[config.mk]
export PLATFORM = sky130hd
export DESIGN_NAME = cascade_dispatch
export DESIGN_NICKNAME = d
export VERILOG_FILES = /design/src/rtl/dsp_pkg.sv /design/src/rtl/dsp_credit.sv /design/src/rtl/dsp_idle_mon.sv /design/src/rtl/dsp_pick.sv /design/src/rtl/cascade_dispatch.sv
export SDC_FILE = /design/constraint.sdc
export NUM_CORES = 1
export LEC_CHECK = 0
export BUFFER_PORTS_ARGS = -buffer_cell sky130_fd_sc_hd__buf_4
export CAP_MARGIN = 40
export CORE_AREA = 2 2 82 84
export CTS_CLUSTER_DIAMETER = 150
export DETAILED_ROUTE_END_ITERATION = 12
export DIE_AREA = 0 0 84 86
export GPL_ROUTABILITY_DRIVEN = 1
export PLACE_DENSITY = 0.78
export SYNTH_ARGS = -nofsm -noshare
export SYNTH_HDL_FRONTEND = slang
export SYNTH_SLANG_ARGS = --single-unit
[constraint.sdc]
create_clock -name clk -period 7.41 [get_ports clk]
set_clock_uncertainty 0.05 [all_clocks]
set_input_delay 1.8525 -clock clk [delete_from_list [all_inputs] [get_ports clk]]
set_output_delay 1.8525 -clock clk [all_outputs]
set_load 0.02 [all_outputs]
[src/rtl/dsp_pkg.sv]
package dsp_pkg;
   function automatic int cnt_w(input int depth);
      return $clog2(depth + 1);
   endfunction
endpackage

[src/rtl/dsp_credit.sv]
module dsp_credit #(
   parameter int CREDITS = 4,
   parameter int CW      = dsp_pkg::cnt_w(CREDITS)
) (
   input  logic          clk,
   input  logic          rst_n,
   input  logic          take,
   input  logic          give,
   output logic [CW-1:0] count,
   output logic          has_credit,
   output logic          full
);
   generate
      if (CREDITS == 1) begin : g_flag
         logic avail;
         always_ff @(posedge clk) begin
            if (!rst_n)            avail <= 1'b1;
            else if (take && !give) avail <= 1'b0;
            else if (give && !take) avail <= 1'b1;
         end
         assign count      = avail;
         assign has_credit = avail;
         assign full       = avail;
      end else begin : g_count
         logic [CW-1:0] cnt;
         always_ff @(posedge clk) begin
            if (!rst_n) begin
               cnt <= CW'(CREDITS);
            end else if (take && !give) begin
               cnt <= cnt - CW'(1);
            end else if (give && !take && cnt != CW'(CREDITS)) begin
               cnt <= cnt + CW'(1);
            end
         end
         assign count      = cnt;
         assign has_credit = (cnt != '0);
         assign full       = (cnt == CW'(CREDITS));
      end
   endgenerate
endmodule

[src/rtl/dsp_idle_mon.sv]
module dsp_idle_mon #(
   parameter int IDLE_W = 8
) (
   input  logic              clk,
   input  logic              rst_n,
   input  logic              quiet,
   input  logic [IDLE_W-1:0] limit,
   output logic              idle
);
   logic [IDLE_W-1:0] run_len;
   logic [IDLE_W:0]   run_next;

   assign run_next = {1'b0, run_len} + (IDLE_W+1)'(1);

   always_ff @(posedge clk) begin
      if (!rst_n || !quiet) begin
         run_len <= '0;
         idle    <= 1'b0;
      end else begin
         if (run_len != '1) run_len <= run_next[IDLE_W-1:0];
         idle <= idle | (run_next >= {1'b0, limit});
      end
   end
endmodule

[src/rtl/dsp_pick.sv]
module dsp_pick #(
   parameter int N_CORES = 4
) (
   input  logic [N_CORES-1:0] avail,
   output logic [N_CORES-1:0] grant,
   output logic               any
);
   logic [N_CORES:0] seen;
   assign seen[0] = 1'b0;

   generate
      for (genvar k = 0; k < N_CORES; k++) begin : g_rank
         assign seen[k+1] = seen[k] | avail[k];
         assign grant[k]  = avail[k] & ~seen[k];
      end
   endgenerate

   assign any = seen[N_CORES];
endmodule

[src/rtl/cascade_dispatch.sv]
module cascade_dispatch #(
   parameter int N_CORES = 4,
   parameter int CREDITS = 4,
   parameter int DESC_W  = 16,
   parameter int IDLE_W  = 8
) (
   input  logic               clk,
   input  logic               rst_n,
   input  logic [IDLE_W-1:0]  idle_limit,
   input  logic               in_valid,
   output logic               in_ready,
   input  logic [DESC_W-1:0]  in_desc,
   output logic [N_CORES-1:0] disp_valid,
   input  logic [N_CORES-1:0] disp_ready,
   output logic [DESC_W-1:0]  disp_desc,
   input  logic [N_CORES-1:0] core_done,
   input  logic [N_CORES-1:0] core_awake,
   output logic [N_CORES-1:0] wake_req,
   output logic [N_CORES-1:0] core_idle
);
   localparam int CW = dsp_pkg::cnt_w(CREDITS);

   generate
      if (N_CORES < 1 || CREDITS < 1 || DESC_W < 1 || IDLE_W < 1) begin : g_bad_param
         $error("cascade_dispatch: all sizes must be at least 1");
      end
   endgenerate

   logic [N_CORES-1:0]    has_credit;
   logic [N_CORES-1:0]    full;
   logic [N_CORES-1:0]    grant;
   logic [N_CORES-1:0]    take;
   logic                  any_credit;
   logic [N_CORES*CW-1:0] credit_flat;

   dsp_pick #(.N_CORES(N_CORES)) u_pick (
      .avail (has_credit),
      .grant (grant),
      .any   (any_credit)
   );

   assign disp_valid = {N_CORES{in_valid}} & grant & core_awake;
   assign wake_req   = {N_CORES{in_valid}} & grant & ~core_awake;
   assign take       = disp_valid & disp_ready;
   assign in_ready   = any_credit & |(grant & core_awake & disp_ready);
   assign disp_desc  = in_desc;

   generate
      for (genvar k = 0; k < N_CORES; k++) begin : g_core
         dsp_credit #(.CREDITS(CREDITS), .CW(CW)) u_credit (
            .clk        (clk),
            .rst_n      (rst_n),
            .take       (take[k]),
            .give       (core_done[k]),
            .count      (credit_flat[k*CW +: CW]),
            .has_credit (has_credit[k]),
            .full       (full[k])
         );

         dsp_idle_mon #(.IDLE_W(IDLE_W)) u_idle (
            .clk   (clk),
            .rst_n (rst_n),
            .quiet (full[k] & ~take[k]),
            .limit (idle_limit),
            .idle  (core_idle[k])
         );
      end
   endgenerate
endmodule

==> results.py, run 1 <==
metrics = {
    "pwr": {
        "p_seq_share_pct": 54.7,
        "comb_power_share_pct": 16.3,
        "clkPwrFrac_pct": 29.1,
        "ir_drop_uv": 82.79,
        "p_int_uw": 367.2,
        "swShare_pct": 26.74,
        "p_leak_nw": 1.711,
        "power_switching_uw": 134.0,
        "finalPower_uw": 501.2,
        "p_per_area_nw_per_um2": 138.2,
    },
    "worst_setup_path": {
        "path_class": "primary input to output port",
        "required_ps": 5510,
        "crit_fanout": 4,
        "rrSetupSlack_ps": 4500,
        "startpoint_type": "primary input",
        "critical_path_arrival_ps": 3080,
        "crit_path_end_kind": "output port",
    },
    "clocking": {
        "post_cts_buffers": 0,
        "cts_made_buffers": 5,
        "clk_latency_ps": 300,
        "cts_root_buffer": "clkbuf_8",
        "clockBufferDepth": 2,
        "cts_resized": 0,
        "clk_pin_slew_worst_paths_ps": 80,
        "cts_max_level": 2,
        "cts_tree": "yes",
        "cts_num_sinks": 48,
        "cts_hold_buffers": 0,
    },
    "detailed_routing": {
        "ant_nets": 0,
        "vias_per_cell": 5.684,
        "drc": 0,
        "dr.first_iter.drc_count": 99,
        "wl_per_cell_um": 13.24,
        "dr_total_vias": 2842,
        "drt-total-wl_um": 6619,
        "first_pass_iters": 4,
    },
    "synthesis": {
        "syn_inst": 406,
        "synthTopCellsByArea": "dfxtp_1 28%, ha_1 13%, a21oi_1 5.9%",
        "yosys-top-cells-count": "48 x dfxtp_1, 46 x inv_1, 40 x a21oi_1",
        "synth_fp_nets": 485,
        "ys_seq_area_share_pct": 28.48,
        "synth-edff-count": 0,
        "yosysUniqueCellTypes": 49,
        "yosysTopAreaCell": "dfxtp_1",
        "avgSynthCellArea_um2": 8.312,
        "synth_top_area_share_pct": 28.48,
        "synth_flop_cell": "dfxtp_1",
        "synth_most_common_cell": "dfxtp_1",
        "synth-seq-cells": 48,
        "ys_async_sr_fraction_pct": 0,
        "syn_area_um2": 3374,
        "synth_warnings": 0,
    },
    "sta": {
        "setup_violations": 0,
        "min_period_over_period_pct": 67.28,
        "hold_viol": 0,
        "worst_slew_pin_slew_ps": 843.4,
        "maxSlewViolCount": 0,
        "min_period_ps": 4985,
        "fin_setup_tns_ps": 0,
        "max_slew_margin_pct": 43.06,
        "rsz0062_at_grt": "false",
        "setup_ws_ps": 2425,
        "fmax_ghz": 0.2006,
    },
    "floorplan": {
        "initial_core_util_pct": 53.76,
        "ioPinCount": 68,
        "core_area_um2": 6277,
        "chipWidth_um": 84,
        "die-height_um": 86,
        "num_rows": 29,
        "die_area_um2": 7224,
    },
    "grt": {
        "grt_pass1_vias": 2761,
        "grt_pass1_wl_um": 11390,
        "gr-total-overflow": 0,
        "grt.total_usage_pct": 18.99,
        "grt_max_degree": 15,
        "antenna_found_initial": 0,
    },
    "placement": {
        "io_buffers": 35,
        "gp_congestion": 0.8231,
        "dp_hpwl_um": 5268,
        "placed_cell_area_um2": 3548,
        "dp_slack_ps": 2392,
        "dp.cells": 493,
    },
    "job": {
        "cap_violations": 0,
    },
    "finish": {
        "antenna_cells": 0,
        "area_growth_pct": 7.453,
        "fin_area_um2": 3626,
        "drive_gt1_share_pct": 10.87,
        "nets": 502,
        "fin_cells": 500,
    },
    "min_path": {
        "hold_path_class": "flip-flop to flip-flop",
    },
    "outcome": {
        "status": "completed",
    },
}
## worst max-delay path, stage by stage
cell and delay (ps):
buf_4 90, nor4b_1 510, nand2_1 240, nor3b_1 220
buf_4 170
## state kept, by name, summed over array words and instances (netlist names)
name,cells
g_core.u_idle.idle,4
g_core.u_credit.count,12
g_core.u_idle.run_len,32
## kinds of logic after synthesis
kind of cell / share of synthesized area, %
fa+ha+maj: 15.72
compound gates: 15.72
simple gates: 19.54
flops: 28.48
xor+xnor: 7.527
buf+inv: 10.60
mux: 2.410
## cells in the final DEF, fill, tap and decap left out, types with 10 or more instances in the layout
cell type,netlist,routed
buf_4,20,35
nand2_1,21,21
dfxtp_1,48,48
nor2_1,29,29
xor2_1,12,12
inv_1,46,46
nand3_1,23,23
ha_1,36,36
nor3_1,10,10
a21oi_1,40,40
xnor2_1,17,17
## power by group through the flow
stage	clock network [mW]	logic (mW)	registers [mW]
3_3_place_gp	0	0.0788	0.280
3_5_place_dp	0	0.0818	0.280
2_1_floorplan	0	0.0681	0.277
6_report	0.146	0.0815	0.274
5_1_grt	0.161	0.0928	0.276
4_1_cts	0.150	0.0822	0.274
## through the flow
| stage | utilization [%] | hold WS, ps |
|---|---|---|
| global placement | 56.53 | 449.1 |
| CTS | 57.76 | 471.6 |
| detailed placement | 56.53 | 460.6 |
| finish | 57.76 | 463.2 |
| global route | 57.76 | 496.6 |
| floorplan | - | 423.0 |
## routing by layer
metal	GRT usage [%]	share of wire (%)	wire, um
met5	0	0	0
met4	3.812	0.97	64
met3	3.657	4.3	285
met2	37.02	49	3259
met1	21.47	45	3010
## cell type report
class	instances	area [um2]
Clock buffer	6	72.57
Multi-Input combinational cell	287	2056
Sequential cell	48	960.9
Inverter	46	172.7
Timing Repair Buffer	35	262.8
Tap cell	77	96.34
Fill cell	579	2651
Clock inverter	1	5.005
## final timing paths
kind                            cells after the start                                       end                                startpoint
worst max-delay path                                5                             disp_valid[2]                                  in_valid
worst min-delay path                                2  g_core[1].u_credit.count[0]$_SDFFE_PN0P_  g_core[1].u_credit.count[0]$_SDFFE_PN0P_
worst max register to register                      9  g_core[1].u_credit.count[2]$_SDFFE_PN1P_  g_core[0].u_credit.count[2]$_SDFFE_PN1P_
worst min register to register                      2  g_core[1].u_credit.count[0]$_SDFFE_PN0P_  g_core[1].u_credit.count[0]$_SDFFE_PN0P_
Power figures use the tool's default switching activity.
==> run 2: changes to the inputs <==
- ABC_AREA: not set -> 1
- CORE_AREA: 2 2 82 84 -> 2 2 84 86
- DIE_AREA: 0 0 84 86 -> 0 0 86 88
- clock period: 7.41 -> 4.8 ns (I/O delays scaled with it)
==> results.py, run 2 <==
metrics = {
    "outcome": {
        "status": "completed",
    },
    "worst_setup_path": {
        "startpoint_type": "primary input",
        "crit_buf_inv": 3,
        "path_class": "primary input to output port",
        "crit_path_end_kind": "output port",
        "crit_path_max_incr_delay_ps": 150,
        "crit_fanout": 6,
        "critical_path_arrival_ps": 1920,
        "cp_common_cell": "buf_4",
        "cp_cell_sequence": "buf_4 > inv_2 > a21oi_2 > nand3_1 > nor2_1 > buf_4",
        "required_ps": 3550,
        "cp.depth": 6,
        "cpMaxStageDelayCell": "a21oi_2",
        "crit_family": "buffers and inverters",
        "rr_worst_depth": 13,
    },
    "detailed_routing": {
        "vias_per_cell": 5.247,
        "drc": 0,
        "first_pass_iters": 4,
        "dr.first_iter.drc_count": 101,
        "drt-total-wl_um": 6856,
        "dr_total_vias": 3148,
        "ant_nets": 0,
        "wl_per_cell_um": 11.43,
    },
    "synthesis": {
        "yosysTopAreaCell": "dfxtp_1",
        "syn_area_um2": 3582,
        "avgSynthCellArea_um2": 7.179,
        "muxShareOfSynthArea_pct": 0,
        "ys_async_sr_fraction_pct": 0,
        "yosys-top-cells-count": "81 x inv_1, 79 x nand2_1, 53 x nor2_1",
        "synthSimpleGateAreaFrac_pct": 31.54,
        "synth_top_area_share_pct": 26.83,
        "yosysUniqueCellTypes": 35,
        "syn_inst": 499,
        "ys_seq_area_share_pct": 26.83,
        "synth-seq-cells": 48,
        "synth_most_common_cell": "inv_1",
        "synth_warnings": 0,
        "synthTopCellsByArea": "dfxtp_1 27%, ha_1 13%, inv_1 8.5%",
        "synthAdderAreaFrac_pct": 14.81,
        "synth_top_family_by_area": "simple AND/OR/NAND/NOR gates",
        "synth-edff-count": 0,
        "yosys.area_share.xor_xnor_pct": 4.401,
        "synth_compound_area_share_pct": 8.907,
        "synth_fp_nets": 578,
        "synth_flop_cell": "dfxtp_1",
    },
    "min_path": {
        "hold_path_class": "flip-flop to flip-flop",
        "worstHoldPathCells": 2,
    },
    "pwr": {
        "swShare_pct": 33.38,
        "p_leak_nw": 2.102,
        "p_per_area_nw_per_um2": 244.6,
        "power_switching_uw": 316.1,
        "ir_drop_uv": 115.0,
        "p_int_uw": 630.7,
        "comb_power_share_pct": 26.2,
        "p_seq_share_pct": 47.8,
        "clkPwrFrac_pct": 25.9,
    },
    "floorplan": {
        "core_area_um2": 6644,
        "num_rows": 30,
        "die_area_um2": 7568,
        "ioPinCount": 68,
        "chipWidth_um": 86,
        "initial_core_util_pct": 53.92,
        "die-height_um": 88,
    },
    "grt": {
        "grt_pass1_vias": 2973,
        "gr-total-overflow": 0,
        "grt.total_usage_pct": 19.70,
        "grt_pass1_wl_um": 12140,
        "antenna_found_initial": 0,
        "grt_max_degree": 17,
    },
    "clocking": {
        "post_cts_buffers": 0,
        "clk_pin_slew_worst_paths_ps": 100,
        "cts_resized": 0,
        "cts_max_level": 2,
        "cts_num_sinks": 48,
        "clk_latency_ps": 310,
        "cts_made_buffers": 5,
        "cts_root_buffer": "clkbuf_8",
        "cts_hold_buffers": 0,
        "clockBufferDepth": 2,
        "cts_tree": "yes",
    },
    "sta": {
        "worst_slew_pin_slew_ps": 351.3,
        "min_period_over_period_pct": 66.14,
        "hold_viol": 0,
        "setup_ws_ps": 1625,
        "rsz0062_at_grt": "false",
        "fmax_ghz": 0.3150,
        "min_period_ps": 3175,
        "max_slew_margin_pct": 76.40,
        "setup_violations": 0,
        "maxSlewViolCount": 0,
        "fin_setup_tns_ps": 0,
    },
    "placement": {
        "io_buffers": 35,
        "dp_hpwl_um": 5559,
        "gp_congestion": 0.8607,
        "dp_slack_ps": 1627,
    },
    "finish": {
        "drive_gt1_share_pct": 15.19,
        "largest_register_ffs": 32,
        "area_growth_pct": 8.068,
        "final_cell_mix": "81 x inv_1, 79 x nand2_1, 53 x nor2_1, 48 x dfxtp_1, 41 x a21oi_1",
        "antenna_cells": 0,
        "regMostFlops": "g_core.u_idle.run_len",
        "nets": 598,
        "final_common_cell": "inv_1",
        "fin_util_pct": 58.27,
    },
    "job": {
        "cap_violations": 0,
    },
}
-- run 2: cell count changes in the layout (fill, tap and decap cells not counted), sizes merged, moves of 5 or more --
cell	change
xnor2	-17
a31oi	-5
inv	+40
nand3	+23
xor2	+6
mux2i	-7
nor2b	-5
nand2	+64
nor2	+33
nand4	+5
-- run 2: cell type report --
cell class,count,area [um2]
timing repair buffer,35,262.8
multi-input combinational,343,2137
clock buffer,5,68.82
sequential,48,960.9
tap,80,100.1
fill,628,2773
clock inverter,3,18.77
inverter,86,322.8
-- run 2: worst reg2reg max path, delay by kind of cell (launching register included) --
kind | cells | cell delay [ps]
simple gates | 7 | 890
fa+ha+maj | 2 | 490
buf+inv | 2 | 120
flops | 1 | 400
compound gates | 2 | 230
-- run 2: power groups by stage --
stage	Sequential (mW)	Combinational, mW	Clock, mW
after global placement	0.461	0.237	0
after global routing	0.458	0.290	0.271
after floorplan	0.456	0.205	0
after detailed placement	0.461	0.249	0
after CTS	0.453	0.250	0.260
final	0.453	0.248	0.246
-- run 2: cell families after synthesis --
family / Yosys count
and+or+nand+nor: 226
buffers and inverters: 108
adders and majority gates: 40
AOI/OAI and AO/OA: 59
xor gates and xnor gates: 18
DFF: 48
-- run 2: stage by stage --
stage | power, mW | hold WS, ps | cells | instance area, um2
after floorplan | 0.6603 | 378.4 | 499 | 3582
after global placement | 0.6981 | 390.0 | 592 | 3784
after detailed placement | 0.7106 | 401.0 | 592 | 3784
after CTS | 0.9624 | 428.2 | 600 | 3871
after global routing | 1.019 | 470.5 | 600 | 3871
final | 0.9468 | 430.6 | 600 | 3871
-- run 2: path summary, 6_finish.rpt --
| kind | start | to | slack (ps) |
|---|---|---|---|
| min | g_core[0].u_credit.count[2]$_SDFFE_PN1P_ | g_core[0].u_credit.count[2]$_SDFFE_PN1P_ | 430 |
| max | in_valid | disp_valid[3] | 1630 |
| max reg2reg | g_core[0].u_idle.run_len[0]$_SDFFE_PP0P_ | g_core[0].u_idle.idle$_SDFF_PP0_ | 2550 |
| min reg2reg | g_core[0].u_credit.count[2]$_SDFFE_PN1P_ | g_core[0].u_credit.count[2]$_SDFFE_PN1P_ | 430 |
-- run 2: per-layer routing --
metal  wire (um)  GRT usage [%]
met3         290          4.901
met5           0              0
met4          80          6.494
met2        3274          34.88
met1        3209          23.33
==> run 3: changes to the inputs <==
- clock period: 4.8 -> 2.95 ns (I/O delays scaled with it)
==> results.py, run 3 (synthesis results as in run 2) <==
metrics = {
    "clocking": {
        "cts_root_buffer": "clkbuf_8",
        "cts_resized": 0,
        "clockBufferDepth": 2,
        "cts_hold_buffers": 0,
        "cts_tree": "yes",
        "cts_max_level": 2,
        "clk_pin_slew_worst_paths_ps": 80,
        "post_cts_buffers": 0,
        "cts_num_sinks": 48,
        "clk_latency_ps": 300,
        "cts_made_buffers": 5,
    },
    "worst_setup_path": {
        "rr_worst_depth": 13,
        "cpMaxStageDelayCell": "dfxtp_1",
        "cp_cell_sequence": "inv_1 > nand3_2 > inv_1 > nand3_2 > a41oi_1 > buf_4",
        "required_ps": 2160,
        "rrSetupSlack_ps": 620,
        "r2r-end": "g_core[3].u_idle.idle$_SDFF_PP0_",
        "startpoint_type": "flip-flop",
        "path_class": "flip-flop to output port",
        "critical_path_arrival_ps": 1600,
        "crit_path_max_incr_delay_ps": 320,
        "crit_path_end_kind": "output port",
        "worstReg2RegStart": "g_core[3].u_idle.run_len[0]$_SDFFE_PP0P_",
        "crit_fanout": 5,
    },
    "finish": {
        "regMostFlops": "g_core.u_idle.run_len",
        "nets": 598,
        "antenna_cells": 0,
        "fin_area_um2": 3874,
        "area_growth_pct": 8.138,
        "drive_gt1_share_pct": 14.81,
        "final_common_cell": "inv_1",
        "fill_cells": 618,
        "largest_register_ffs": 32,
        "final_cell_mix": "81 x inv_1, 79 x nand2_1, 53 x nor2_1, 48 x dfxtp_1, 41 x a21oi_1",
    },
    "job": {
        "cap_violations": 0,
    },
    "floorplan": {
        "num_rows": 30,
        "chipWidth_um": 86,
        "core_area_um2": 6644,
        "initial_core_util_pct": 53.92,
        "ioPinCount": 68,
        "die-height_um": 88,
        "die_area_um2": 7568,
    },
    "sta": {
        "min_period_over_period_pct": 80.87,
        "fin_setup_tns_ps": 0,
        "setup_ws_ps": 564.4,
        "hold_viol": 0,
        "worst_slew_pin_slew_ps": 341.5,
        "rsz0062_at_grt": "false",
        "fmax_ghz": 0.4192,
        "max_slew_margin_pct": 77.06,
        "min_period_ps": 2386,
        "maxSlewViolCount": 0,
        "setup_violations": 0,
    },
    "grt": {
        "gr-total-overflow": 0,
        "grt_pass1_wl_um": 12000,
        "grt.total_usage_pct": 19.46,
        "grt_pass1_vias": 2913,
        "antenna_found_initial": 0,
        "grt_max_degree": 17,
    },
    "outcome": {
        "status": "completed",
    },
    "placement": {
        "gp_congestion": 0.8353,
        "dp_hpwl_um": 5634,
        "placed_cell_area_um2": 3784,
        "dp_slack_ps": 672.2,
        "io_buffers": 35,
    },
    "pwr": {
        "finalPower_mw": 1.546,
        "ir_drop_uv": 177.8,
        "p_leak_nw": 2.099,
        "p_per_area_nw_per_um2": 399.2,
    },
    "min_path": {
        "hold_path_class": "flip-flop to flip-flop",
        "whs_endpoint": "g_core[0].u_credit.count[2]$_SDFFE_PN1P_",
        "worstHoldPathCells": 2,
        "holdCritStartpoint": "g_core[0].u_credit.count[2]$_SDFFE_PN1P_",
    },
    "detailed_routing": {
        "vias_per_cell": 5.222,
        "drc": 0,
        "wl_per_cell_um": 11.75,
        "dr.first_iter.drc_count": 96,
        "ant_nets": 0,
        "drt-total-wl_um": 7048,
        "dr_total_vias": 3133,
        "first_pass_iters": 4,
    },
}
==> run 3: cell types whose count changed in the layout (fill, tap and decap cells not counted), sizes merged <==
cell    delta
clkbuf     +3
clkinv     -3
==> run 3: how the worst max path moves through the flow <==
stage	slack, ps	to	cells past startpoint	from
3_3_place_gp	730	wake_req[3]	6	in_valid
6_report	560	in_ready	6	g_core[2].u_credit.count[0]$_SDFFE_PN0P_
3_5_place_dp	670	g_core[3].u_idle.idle$_SDFF_PP0_	13	g_core[3].u_idle.run_len[0]$_SDFFE_PP0P_
2_1_floorplan	760	in_ready	4	disp_ready[3]
4_1_cts	540	in_ready	6	g_core[2].u_credit.count[0]$_SDFFE_PN0P_
5_1_grt	270	g_core[3].u_idle.idle$_SDFF_PP0_	13	g_core[3].u_idle.run_len[0]$_SDFFE_PP0P_
==> run 3: cell type report <==
type,instances,area [um2],share of cell area [%]
multi-input cells,343,2137,55.17
repair buffers,35,262.8,6.783
clock buffers,8,90.09,2.326
well taps,80,100.1,2.584
inverters,86,322.8,8.333
flip-flops and latches,48,960.9,24.81
==> run 3: critical path: cells and delay by family, from the launching register on <==
family / cells / cell delay, ps
AO/OA/AOI/OAI: 1 / 210
AND/OR/NAND/NOR: 2 / 300
flip-flops: 1 / 320
buffers and inverters: 3 / 470
==> run 3: report_power, final <==
| group | internal, mW | switching (mW) | total, mW |
|---|---|---|---|
| clock network | 0.192 | 0.214 | 0.406 |
| registers | 0.695 | 0.0417 | 0.737 |
| logic | 0.165 | 0.238 | 0.404 |
==> run 3: per-layer routing <==
metal,share of wire (%),up-vias,wire length (um),GRT usage [%]
met4,1.8,0,129,6.638
met2,49,66,3466,35.31
li1,-,1636,-,-
met3,4.0,13,283,3.487
met1,45,1418,3169,23.12
met5,0,-,0,0
==> run 3: metrics by stage <==
stage               std cells  utilization, %  hold WS [ps]
floorplan                 499               -         378.4
global placement          592           56.95         389.9
detailed placement        592           56.95         393.7
CTS                       600           58.31         415.8
global route              600           58.31         453.6
finish                    600           58.31         414.9
